**src/rtl/cfgrf_pkg.sv**
```systemverilog
package cfgrf_pkg;
    localparam int BYTE_W    = 8;
    localparam int ARR_BYTES = 24;
    localparam int RCR_BYTES = 8;
    localparam int CCR_NUM   = 8;
    localparam int ARR_AW    = $clog2(ARR_BYTES);
    localparam int RCR_AW    = $clog2(RCR_BYTES);
    localparam int SIZE_W    = 33;

    localparam logic [7:0] IX_C0     = 8'hC0;
    localparam logic [7:0] IX_C1     = 8'hC1;
    localparam logic [7:0] IX_C3     = 8'hC3;
    localparam logic [7:0] IX_ARR0   = 8'hC4;
    localparam logic [7:0] IX_ARRG   = 8'hCC;
    localparam logic [7:0] IX_WIN0   = 8'hCD;
    localparam logic [7:0] IX_WIN1   = 8'hCE;
    localparam logic [7:0] IX_WIN2   = 8'hCF;
    localparam logic [7:0] IX_ARRM0  = 8'hD0;
    localparam logic [7:0] IX_ARRM1  = 8'hDB;
    localparam logic [7:0] IX_RGN0   = 8'hDC;
    localparam logic [7:0] IX_RGN1   = 8'hE3;
    localparam logic [7:0] IX_C4     = 8'hE8;
    localparam logic [7:0] IX_C6     = 8'hEA;
    localparam logic [7:0] IX_C7     = 8'hEB;

    localparam logic [7:0] PROT1_MASK = 8'h86;  // use-SMI, access, mode-3
    localparam logic [7:0] NMI_MASK   = 8'h02;
    localparam logic [7:0] LOCK_MASK  = 8'h01;
    localparam logic [7:0] C7_MASK    = 8'h05;
    localparam logic [7:0] C4_RESET   = 8'h80;
    localparam int         SMAC_BIT   = 2;
    localparam int         ARR_EN_BIT = 5;

    typedef enum logic [2:0] {
        GRP_NONE,
        GRP_OPEN,
        GRP_ARR_LOW,
        GRP_WIN,
        GRP_ARR_MAP,
        GRP_MAPPED
    } grp_e;

    typedef struct packed {
        logic map_en;
        logic arr_en;
        logic lock;
        logic smm;
    } gate_t;

    function automatic grp_e classify(input logic [7:0] ix);
        if ((ix >= IX_C0 && ix <= IX_C3) || ix == IX_C7) return GRP_OPEN;
        if (ix >= IX_ARR0 && ix <= IX_ARRG)              return GRP_ARR_LOW;
        if (ix >= IX_WIN0 && ix <= IX_WIN2)              return GRP_WIN;
        if (ix >= IX_ARRM0 && ix <= IX_ARRM1)            return GRP_ARR_MAP;
        if ((ix >= IX_RGN0 && ix <= IX_RGN1) || (ix >= IX_C4 && ix <= IX_C6))
            return GRP_MAPPED;
        return GRP_NONE;
    endfunction

    function automatic logic grp_open(input grp_e g, input gate_t s);
        case (g)
            GRP_OPEN:    return 1'b1;
            GRP_ARR_LOW: return s.arr_en;
            GRP_WIN:     return s.arr_en | ~s.lock | s.smm;
            GRP_ARR_MAP: return s.map_en & s.arr_en;
            GRP_MAPPED:  return s.map_en;
            default:     return 1'b0;
        endcase
    endfunction

    function automatic logic [SIZE_W-1:0] win_size(input logic [3:0] code);
        if (code == 4'h0) return '0;
        if (code == 4'hF) return SIZE_W'(1) << 32;
        return SIZE_W'(2048) << code;
    endfunction
endpackage

```
**src/rtl/cfgrf_gate.sv**
```systemverilog
module cfgrf_gate
    import cfgrf_pkg::*;
(
    input  logic [7:0] ix,
    input  logic [3:0] map_nib,
    input  logic       arr_en,
    input  logic       lock,
    input  logic       in_smm,
    output grp_e       grp,
    output logic       allow
);
    gate_t st;

    always_comb begin
        st.map_en = (map_nib == 4'h1);
        st.arr_en = arr_en;
        st.lock   = lock;
        st.smm    = in_smm;
        grp       = classify(ix);
        allow     = grp_open(grp, st);
    end
endmodule

```
**src/rtl/cfgrf_win_decode.sv**
```systemverilog
module cfgrf_win_decode
    import cfgrf_pkg::*;
(
    input  logic [7:0]        hi_byte,
    input  logic [7:0]        mid_byte,
    input  logic [7:0]        lo_byte,
    output logic [31:0]       base,
    output logic [SIZE_W-1:0] size,
    output logic              en
);
    always_comb begin
        base = {hi_byte, mid_byte, lo_byte[7:4], 12'h000};
        size = win_size(lo_byte[3:0]);
        en   = (lo_byte[3:0] != 4'h0);
    end
endmodule

```
**src/rtl/cfgrf_top.sv**
```systemverilog
module cfgrf_top
    import cfgrf_pkg::*;
(
    input  logic              clk,
    input  logic              rst,
    input  logic              idx_wr,
    input  logic              dat_wr,
    input  logic [7:0]        wdata,
    input  logic              in_smm,
    output logic [7:0]        rdata,
    output logic [31:0]       smm_base,
    output logic [SIZE_W-1:0] smm_size,
    output logic              smm_en,
    output logic              hdr_inval,
    output logic              smac_evt,
    output logic              smac_on
);
    logic [7:0] index_q;
    logic [7:0] ccr   [CCR_NUM];
    logic [7:0] arr_q [ARR_BYTES];
    logic [7:0] rgn_q [RCR_BYTES];

    grp_e        grp;
    logic        allow;
    logic        prot;
    logic [7:0]  ccr1_nx, ccr3_nx;
    logic [ARR_AW-1:0] arr_off;
    logic [RCR_AW-1:0] rgn_off;
    logic [2:0]  slot;

    cfgrf_gate u_gate (
        .ix      (index_q),
        .map_nib (ccr[3][7:4]),
        .arr_en  (ccr[5][ARR_EN_BIT]),
        .lock    (ccr[3][0]),
        .in_smm  (in_smm),
        .grp     (grp),
        .allow   (allow)
    );

    cfgrf_win_decode u_win (
        .hi_byte  (arr_q[int'(IX_WIN0 - IX_ARR0)]),
        .mid_byte (arr_q[int'(IX_WIN1 - IX_ARR0)]),
        .lo_byte  (arr_q[int'(IX_WIN2 - IX_ARR0)]),
        .base     (smm_base),
        .size     (smm_size),
        .en       (smm_en)
    );

    always_comb begin
        prot    = ccr[3][0] & ~in_smm;
        ccr1_nx = prot ? ((wdata & ~PROT1_MASK) | (ccr[1] & PROT1_MASK)) : wdata;
        ccr3_nx = prot ? ((wdata & ~NMI_MASK) | (ccr[3] & NMI_MASK) | LOCK_MASK) : wdata;
        arr_off = ARR_AW'(index_q - IX_ARR0);
        rgn_off = RCR_AW'(index_q - IX_RGN0);
        slot    = (index_q >= IX_C4) ? {1'b1, index_q[1:0]} : {1'b0, index_q[1:0]};
    end

    always_ff @(posedge clk) begin
        if (rst) begin
            index_q   <= '0;
            hdr_inval <= 1'b0;
            smac_evt  <= 1'b0;
            for (int i = 0; i < CCR_NUM; i++)   ccr[i]   <= (i == 4) ? C4_RESET : 8'h00;
            for (int i = 0; i < ARR_BYTES; i++) arr_q[i] <= '0;
            for (int i = 0; i < RCR_BYTES; i++) rgn_q[i] <= '0;
        end else begin
            hdr_inval <= 1'b0;
            smac_evt  <= 1'b0;
            if (idx_wr) index_q <= wdata;
            if (dat_wr && allow) begin
                case (grp)
                    GRP_OPEN: begin
                        if (index_q == IX_C1) begin
                            ccr[1]   <= ccr1_nx;
                            smac_evt <= ccr1_nx[SMAC_BIT] ^ ccr[1][SMAC_BIT];
                        end else if (index_q == IX_C3) begin
                            ccr[3] <= ccr3_nx;
                        end else if (index_q == IX_C7) begin
                            ccr[7] <= wdata & C7_MASK;
                        end else begin
                            ccr[slot] <= wdata;
                        end
                    end
                    GRP_ARR_LOW, GRP_ARR_MAP: arr_q[arr_off] <= wdata;
                    GRP_WIN: begin
                        arr_q[arr_off] <= wdata;
                        hdr_inval      <= 1'b1;
                    end
                    GRP_MAPPED: begin
                        if (index_q <= IX_RGN1) rgn_q[rgn_off] <= wdata;
                        else                    ccr[slot]      <= wdata;
                    end
                    default: ;
                endcase
            end
        end
    end

    always_comb begin
        rdata = 8'hFF;
        if (allow) begin
            case (grp)
                GRP_OPEN:                          rdata = ccr[slot];
                GRP_ARR_LOW, GRP_WIN, GRP_ARR_MAP: rdata = arr_q[arr_off];
                GRP_MAPPED: rdata = (index_q <= IX_RGN1) ? rgn_q[rgn_off] : ccr[slot];
                default:                           rdata = 8'hFF;
            endcase
        end
    end

    assign smac_on = ccr[1][SMAC_BIT];

    // protected bits of byte 1 survive a locked write outside management mode
    assert_lock_keep_R4: assert property (@(posedge clk) disable iff (rst)
        (dat_wr && index_q == IX_C1 && ccr[3][0] && !in_smm)
        |=> ((ccr[1] & PROT1_MASK) == $past(ccr[1] & PROT1_MASK)));

    // the lock cannot be cleared outside management mode
    assert_lock_sticky_R5: assert property (@(posedge clk) disable iff (rst)
        (ccr[3][0] && !in_smm && !(dat_wr && index_q == IX_C3 && in_smm)) |=> ccr[3][0]);

    // a refused write leaves the window untouched
    assert_refused_write_R3: assert property (@(posedge clk) disable iff (rst)
        (dat_wr && !idx_wr && !allow) |=> ($stable(smm_base) && $stable(smm_size)));

    // header invalidate only follows a data write
    assert_inval_cause_R10: assert property (@(posedge clk) disable iff (rst)
        hdr_inval |-> $past(dat_wr));

    // byte 7 never holds bits outside its mask
    assert_c7_mask_R11: assert property (@(posedge clk) disable iff (rst)
        (dat_wr && index_q == IX_C7) |=> ((ccr[7] & ~C7_MASK) == 8'h00));

    // the access-bit event goes with a real change of the bit
    assert_smac_change_R12: assert property (@(posedge clk) disable iff (rst)
        smac_evt |-> (smac_on != $past(smac_on)));
endmodule

```
**config.mk**
```make
export PLATFORM = sky130hd
export DESIGN_NAME = cfgrf_top
export DESIGN_NICKNAME = d
export VERILOG_FILES = /design/src/rtl/cfgrf_pkg.sv /design/src/rtl/cfgrf_gate.sv /design/src/rtl/cfgrf_win_decode.sv /design/src/rtl/cfgrf_top.sv
export SDC_FILE = /design/constraint.sdc
export NUM_CORES = 1
export LEC_CHECK = 0
export ABC_AREA = 1
export BUFFER_PORTS_ARGS = -buffer_cell sky130_fd_sc_hd__buf_4
export CAP_MARGIN = 40
export CORE_ASPECT_RATIO = 1.2
export CORE_MARGIN = 3
export CORE_UTILIZATION = 45
export DETAILED_ROUTE_END_ITERATION = 10
export GPL_TIMING_DRIVEN = 0
export SETUP_SLACK_MARGIN = 0.02
export SKIP_LAST_GASP = 1
export SYNTH_ARGS = -nofsm -noshare
export SYNTH_HDL_FRONTEND = slang
export SYNTH_SLANG_ARGS = --single-unit
```
**constraint.sdc**
```tcl
create_clock -name clk -period 4.4 [get_ports clk]
set_input_delay 0.44 -clock clk [delete_from_list [all_inputs] [get_ports clk]]
set_output_delay 0.44 -clock clk [all_outputs]
set_load 0.05 [all_outputs]
```
After elaboration in Yosys (flattened, before gate mapping)
Memory sizes are Yosys's and may differ from the RTL's.
Cells that the tools add are included.

storage, ports and cells
  flip-flop bits (word level) = 10
  memory bits (writable) = 320
  input bits = 13
  output and inout bits = 77
  logic and storage cells = 163
  memories kept = 3

operators by class
  add/subtract/negate cells = 2
  magnitude comparators = 12
  equality and inequality tests = 10
  shift operators = 1
  multiplexer cells = 98
  bitwise operators = 17
  reduce and logical (&&, ||, !) cells = 17

memory list
  name   depth  bits a word  rd ports  clocked after Yosys merged registers in  wr ports  line             source
  arr_q  24     8            4         0                                        24        cfgrf_top.sv:20  logic [7:0] arr_q [ARR_BYTES];
  ccr    8      8            4         0                                        8         cfgrf_top.sv:19  logic [7:0] ccr [CCR_NUM];
  rgn_q  8      8            1         0                                        8         cfgrf_top.sv:21  logic [7:0] rgn_q [RCR_BYTES];

operators with widths
  operator                                                              count
  33-bit two-way mux                                                    4
  8-bit two-way mux                                                     12
  1-bit two-way mux                                                     66
  8-bit >= comparator (second input constant)                           6
  8-bit <= comparator (second input constant)                           6
  3-bit two-way mux                                                     13
  12-bit by 4-bit << shifter with 33-bit output (first input constant)  1
  8-bit == test (second input constant)                                 3
  8-bit case mux with 3 select lines                                    1
  8-bit OR reduction                                                    3
  7-bit by 8-bit bitwise OR with 8-bit output                           1
  8-bit by 2-bit bitwise OR with 8-bit output                           1
  1-bit logical AND                                                     7
  1-bit bitwise OR                                                      7
  3-bit by 2-bit == test with 1-bit output (second input constant)      2
  3-bit == test (second input constant)                                 2
  5-bit two-way mux                                                     1
  1-bit inverter                                                        5
  1-bit case mux with 5 select lines                                    1
  5-bit by 3-bit subtractor with 5-bit output (second input constant)   1
  4-bit by 1-bit == test with 1-bit output (second input constant)      1
  4-bit == test (second input constant)                                 1
  4-bit zero test                                                       1
  4-bit nonzero test                                                    1
  8 further kinds                                                       10

Depth between registers and ports, before layout
  depth in word-level cells = 28
  gate-level depth with buffers = 21
  gate-level depth less buffers = 20

Modules after synthesis
Synthesis repeated with hierarchy kept, for this count alone.

second synthesis, totals
  cell total of the unflattened synthesis = 1,941
  area, all modules = 18,355.1 um^2

by module, submodules not included
  module            times used  cells an instance  area each (um^2)  sequential area each (um^2)
  cfgrf_top         1           1,814              17,636.9          11,731.3
  cfgrf_win_decode  1           80                 506.7             0.0
  cfgrf_gate        1           47                 211.5             0.0

Worst setup path before layout
No wires, ideal clock.

  kind = register -> register
  start = register index_q[2]
  end = memory arr_q[31][0], enable pin
  library setup time = 0.395 ns
  arrival = 3.239 ns
  data required time = 4.005 ns
  slack = 0.766 ns
  cell stages (with the launch flop) = 16
  path buffers = 2
  period minus slack after synthesis = 3.634 ns
  cells stage by stage = dfxtp_1 > clkinv_1 > clkbuf_1 > ha_1 > nand2_1 > nor2_1 > nand2_1 > nand3_1 > nor2_1 > nand4_1 > nand3_1 > nor2_2 > nor3_2 > nand2_1 > buf_4 > nor4_1

RTL lines
  item                      line             source
  start: declaration        cfgrf_top.sv:18  logic [7:0] index_q;
  start signal: assignment  cfgrf_top.sv:70  if (idx_wr) index_q <= wdata;
  end: declaration          cfgrf_top.sv:20

Worst setup path after layout
  start = register index_q[0]
  end = output rdata[3]

between the ends
  cells in the longest elaborated chain, start to end = 17
  elaborated cells between the ends (all ways) = 61
  those cells by class = 2 x add/sub; 12 x order compare; 6 x eq/ne; 29 x mux; 9 x reduce/logical; 3 x memory

RTL lines
  item                                                                              line                               source
  8-bit >= comparator, or another cell as far along                                 cfgrf_pkg.sv:55                    if ((ix >= IX_RGN0 && ix <= IX_RGN1) || (ix >= IX_C4 && ix <= IX_C6))
  1-bit logical AND                                                                 cfgrf_pkg.sv:55
  1-bit logical OR                                                                  cfgrf_pkg.sv:55
  1-bit two-way mux (2 in a row)                                                    cfgrf_pkg.sv:55
  1-bit two-way mux                                                                 cfgrf_pkg.sv:54                    if (ix >= IX_ARRM0 && ix <= IX_ARRM1) return GRP_ARR_MAP;
  1-bit two-way mux                                                                 cfgrf_pkg.sv:53                    if (ix >= IX_WIN0 && ix <= IX_WIN2) return GRP_WIN;
  1-bit two-way mux                                                                 cfgrf_pkg.sv:52                    if (ix >= IX_ARR0 && ix <= IX_ARRG) return GRP_ARR_LOW;
  3-bit two-way mux                                                                 cfgrf_pkg.sv:57                    return GRP_NONE;
  3-bit two-way mux                                                                 cfgrf_pkg.sv:55
  3-bit two-way mux                                                                 cfgrf_pkg.sv:54
  3-bit two-way mux                                                                 cfgrf_pkg.sv:53
  3-bit two-way mux                                                                 cfgrf_pkg.sv:52
  3-bit by 2-bit == test with 1-bit output / 3-bit == test (equally long branches)  cfgrf_pkg.sv:61, cfgrf_top.sv:103
  3-bit OR reduction                                                                cfgrf_top.sv:103                   case (grp)
  8-bit case mux with 3 select lines                                                cfgrf_top.sv:103
  8-bit two-way mux (*)                                                             cfgrf_top.sv:102                   if (allow) begin
  end: declaration                                                                  cfgrf_top.sv:10                    output logic [7:0] rdata,

Mark *: on every way between the ends. The rest lies on a longest branch, timed or not. The select of a mux whose other input is x is not followed.

==> out/qor.yml <==
synthesis:
  synth_top_area_share_pct: 67.2
  synth-edff-count: 384
  ys_top_cells_by_area: "edfxtp_1, nor2_1, o22ai_1, o21ai_0, nand2_1"
  ys_warn_count: 0
  ys.flop_type: "edfxtp_1"
  ys_seq_elements: 394
  yosys.area.top_type: "edfxtp_1"
  yosysSeqAreaShare_pct: 68.4
  netlist_area_um2: 17200
  async_flop_share_pct: 0
  syn_area_per_cell_um2: 11.4
  ys_types: 34
  netlist_instances: 1504
critical_path:
  crit_type: "flop to output port"
  worstPathMaxFanout: 10
  crit_family: "buffers and inverters"
  r2r_cells: 14
  path_cells: "buf_4 > inv_2 > nand2_1 > clkbuf_1 > buf_6 > clkbuf_1 > o22ai_1 > o21ai_0 > nand4_1 > nand4_1 > buf_4"
  reg2reg_slack_ps: 240
  cp_data_arrival_time_ps: 3900
  worstReg2RegEnd: "arr_q[19][5]$_SDFFCE_PN0P_"
  cp-startpoint: "index_q[0]$_SDFFE_PP0P_"
  required_ps: 3960
  endpoint_kind: "output port"
  critPathBufInv: 6
  slowest_stage: "clkbuf_1"
  slowest_delay_ps: 600
  worst-path-stages: 11
  critPathLaunchType: "flop"
  r2r-start: "index_q[2]$_SDFFE_PP0P_"
  endpoint: "rdata[3]"
clocking:
  clockBufferDepth: 3
  cts_root_buf: "clkbuf_16"
  hold_buffers: 0
  path_clk_slew_ps: 70
  cts_sinks: 394
  htree_levels: 2
  cts_setup_buffers: 0
  insertion_delay_ps: 550
  cts_tree: "yes"
  cts_inserted_buffers: 40
sta:
  tightestPinTransition_ps: 977
  rsz0062_at_grt: "true"
  setup_tns_ps: 0
  drv_slew: 0
  holdWs_ps: 162
  relSlewSlack_pct: 34.9
  hold_violations: 0
  max_freq_ghz: 0.230
  layout_setup_ws_ps: 58.4
  fin_crit_sh_pct: 98.7
  post-route-min-period_ps: 4340
  final-setup-viol-count: 0
  finClkSkew_ps: 13.3
place:
  place_area_um2: 18400
  dpl.hpwl_um: 38400
  place.gp.congestion: 0.943
  dpl_worst_slack_ps: -410
  io_buffers: 59
  dp.cells: 2078
pwr:
  powerDensity_nw_per_um2: 428
  ir_drop_mv: 0.275
  power.total_mw: 8.47
  p_leak_nw: 7.31
final_layout:
  area_growth_pct: 15.4
  final_cell_mix: "edfxtp_1, nor2_1, o22ai_1"
  drive_above_1_share_pct: 14.4
  final_util_pct: 53.1
  instances_no_fill: 2149
  fillCellCount: 3306
  mostFrequentLayoutCell: "edfxtp_1"
  diodes: 0
  nNetsFinal: 1662
  final_area_um2: 19800
route:
  drtIter0Drc: 1545
  drc: 0
  ant_nets: 0
  routed_via_density: 5.94
  dr.pass1.iters: 6
  vias: 12800
  wirelength_um: 53600
  wl_per_cell_um: 24.9
floorplan:
  die_w_um: 184
  pin_count: 90
  fp.dieH_um: 220
  fp.coreArea_um2: 37300
  dieArea_um2: 40500
  rows: 77
  start_util_pct: 46.0
grt:
  grt_max_degree: 17
  grt_pass1_vias: 12400
  grt_pass1_wl_um: 77900
  antenna_found_initial: 1
  grt_usage_pct: 26.3
  grt.overflow.total: 0
flow_run:
  maxCapViolations: 0
worst_hold_path:
  hp-class: "primary input to flop"
status:
  outcome: "finished, final reports clean"
==> registers in the layout, indices dropped and copies added, names as in the netlist <==
register   count
smac_evt       1
rgn_q         64
hdr_inval      1
ccr           64
index_q        8
arr_q        256
==> power by group <==
group | internal [mW] | total (mW) | switching (mW)
logic | 0.179 | 0.783 | 0.604
clock network | 1.99 | 3.44 | 1.45
registers | 4.21 | 4.25 | 0.0411
total | 6.38 | 8.47 | 2.09
==> cell usage after synthesis (8+ instances only) <==
master    count
o221ai_1      8
buf_4        37
o21ai_0      95
clkbuf_1     76
nor2_1      372
edfxtp_1    384
nand3_2      16
dfxtp_1      10
buf_1        10
a21oi_1      19
nand2_1     108
nand3_1      34
nand2_2      16
o22ai_1     174
nor3_1       19
inv_1        43
o22a_1        8
nand4_1      29
==> layer usage <==
metal / track usage [%] / wire [um] / vias up
li1: - / - / 5723
met1: 32.5 / 20000 / 6284
met2: 44.7 / 26200 / 612
met3: 3.76 / 4050 / 152
met4: 14.1 / 3270 / 2
met5: 0 / 11 / -
==> cell families (layout without fill, tap and decap cells) <==
| kind of cell | Yosys count | in the layout | share of synthesized area [%] |
|---|---|---|---|
| other | 1 | 30 | 0.0219 |
| buffers and inverters | 176 | 318 | 4.66 |
| and+or+nand+nor | 614 | 614 | 15.7 |
| DFF | 394 | 394 | 68.4 |
| adders and majority gates | 5 | 5 | 0.365 |
| AOI/OAI and AO/OA | 314 | 314 | 10.9 |
==> timing repair <==
item | 4_1_cts | 5_1_grt
gates resized for setup | 24 | 13
setup endpoints to repair | 305 | 152
pin swaps | 0 | 2
==> worst min path at each step <==
stage | slack (ps) | start | cells after the start | end
after floorplan | 530 | index_q[5]$_SDFFE_PP0P_ | 2 | index_q[5]$_SDFFE_PP0P_
after global placement | 560 | index_q[5]$_SDFFE_PP0P_ | 2 | index_q[5]$_SDFFE_PP0P_
after detailed placement | 570 | index_q[5]$_SDFFE_PP0P_ | 2 | index_q[5]$_SDFFE_PP0P_
after CTS | 150 | wdata[5] | 1 | arr_q[30][5]$_DFFE_PP_
after global routing | 160 | wdata[5] | 1 | arr_q[25][5]$_DFFE_PP_
final | 160 | wdata[5] | 1 | arr_q[25][5]$_DFFE_PP_
==> final cells by class <==
cell class | count | area, um2 | share of cell area [%]
buffer | 121 | 612 | 3.09
clock buffer | 52 | 1090 | 5.49
clock inverter | 21 | 220 | 1.11
inverter | 53 | 201 | 1.02
multi-input combinational | 963 | 4840 | 24.4
sequential | 394 | 11700 | 59.2
tap | 474 | 593 | 2.99
timing repair buffer | 71 | 529 | 2.67
No activity file was read; power rests on OpenSTA's default activity.
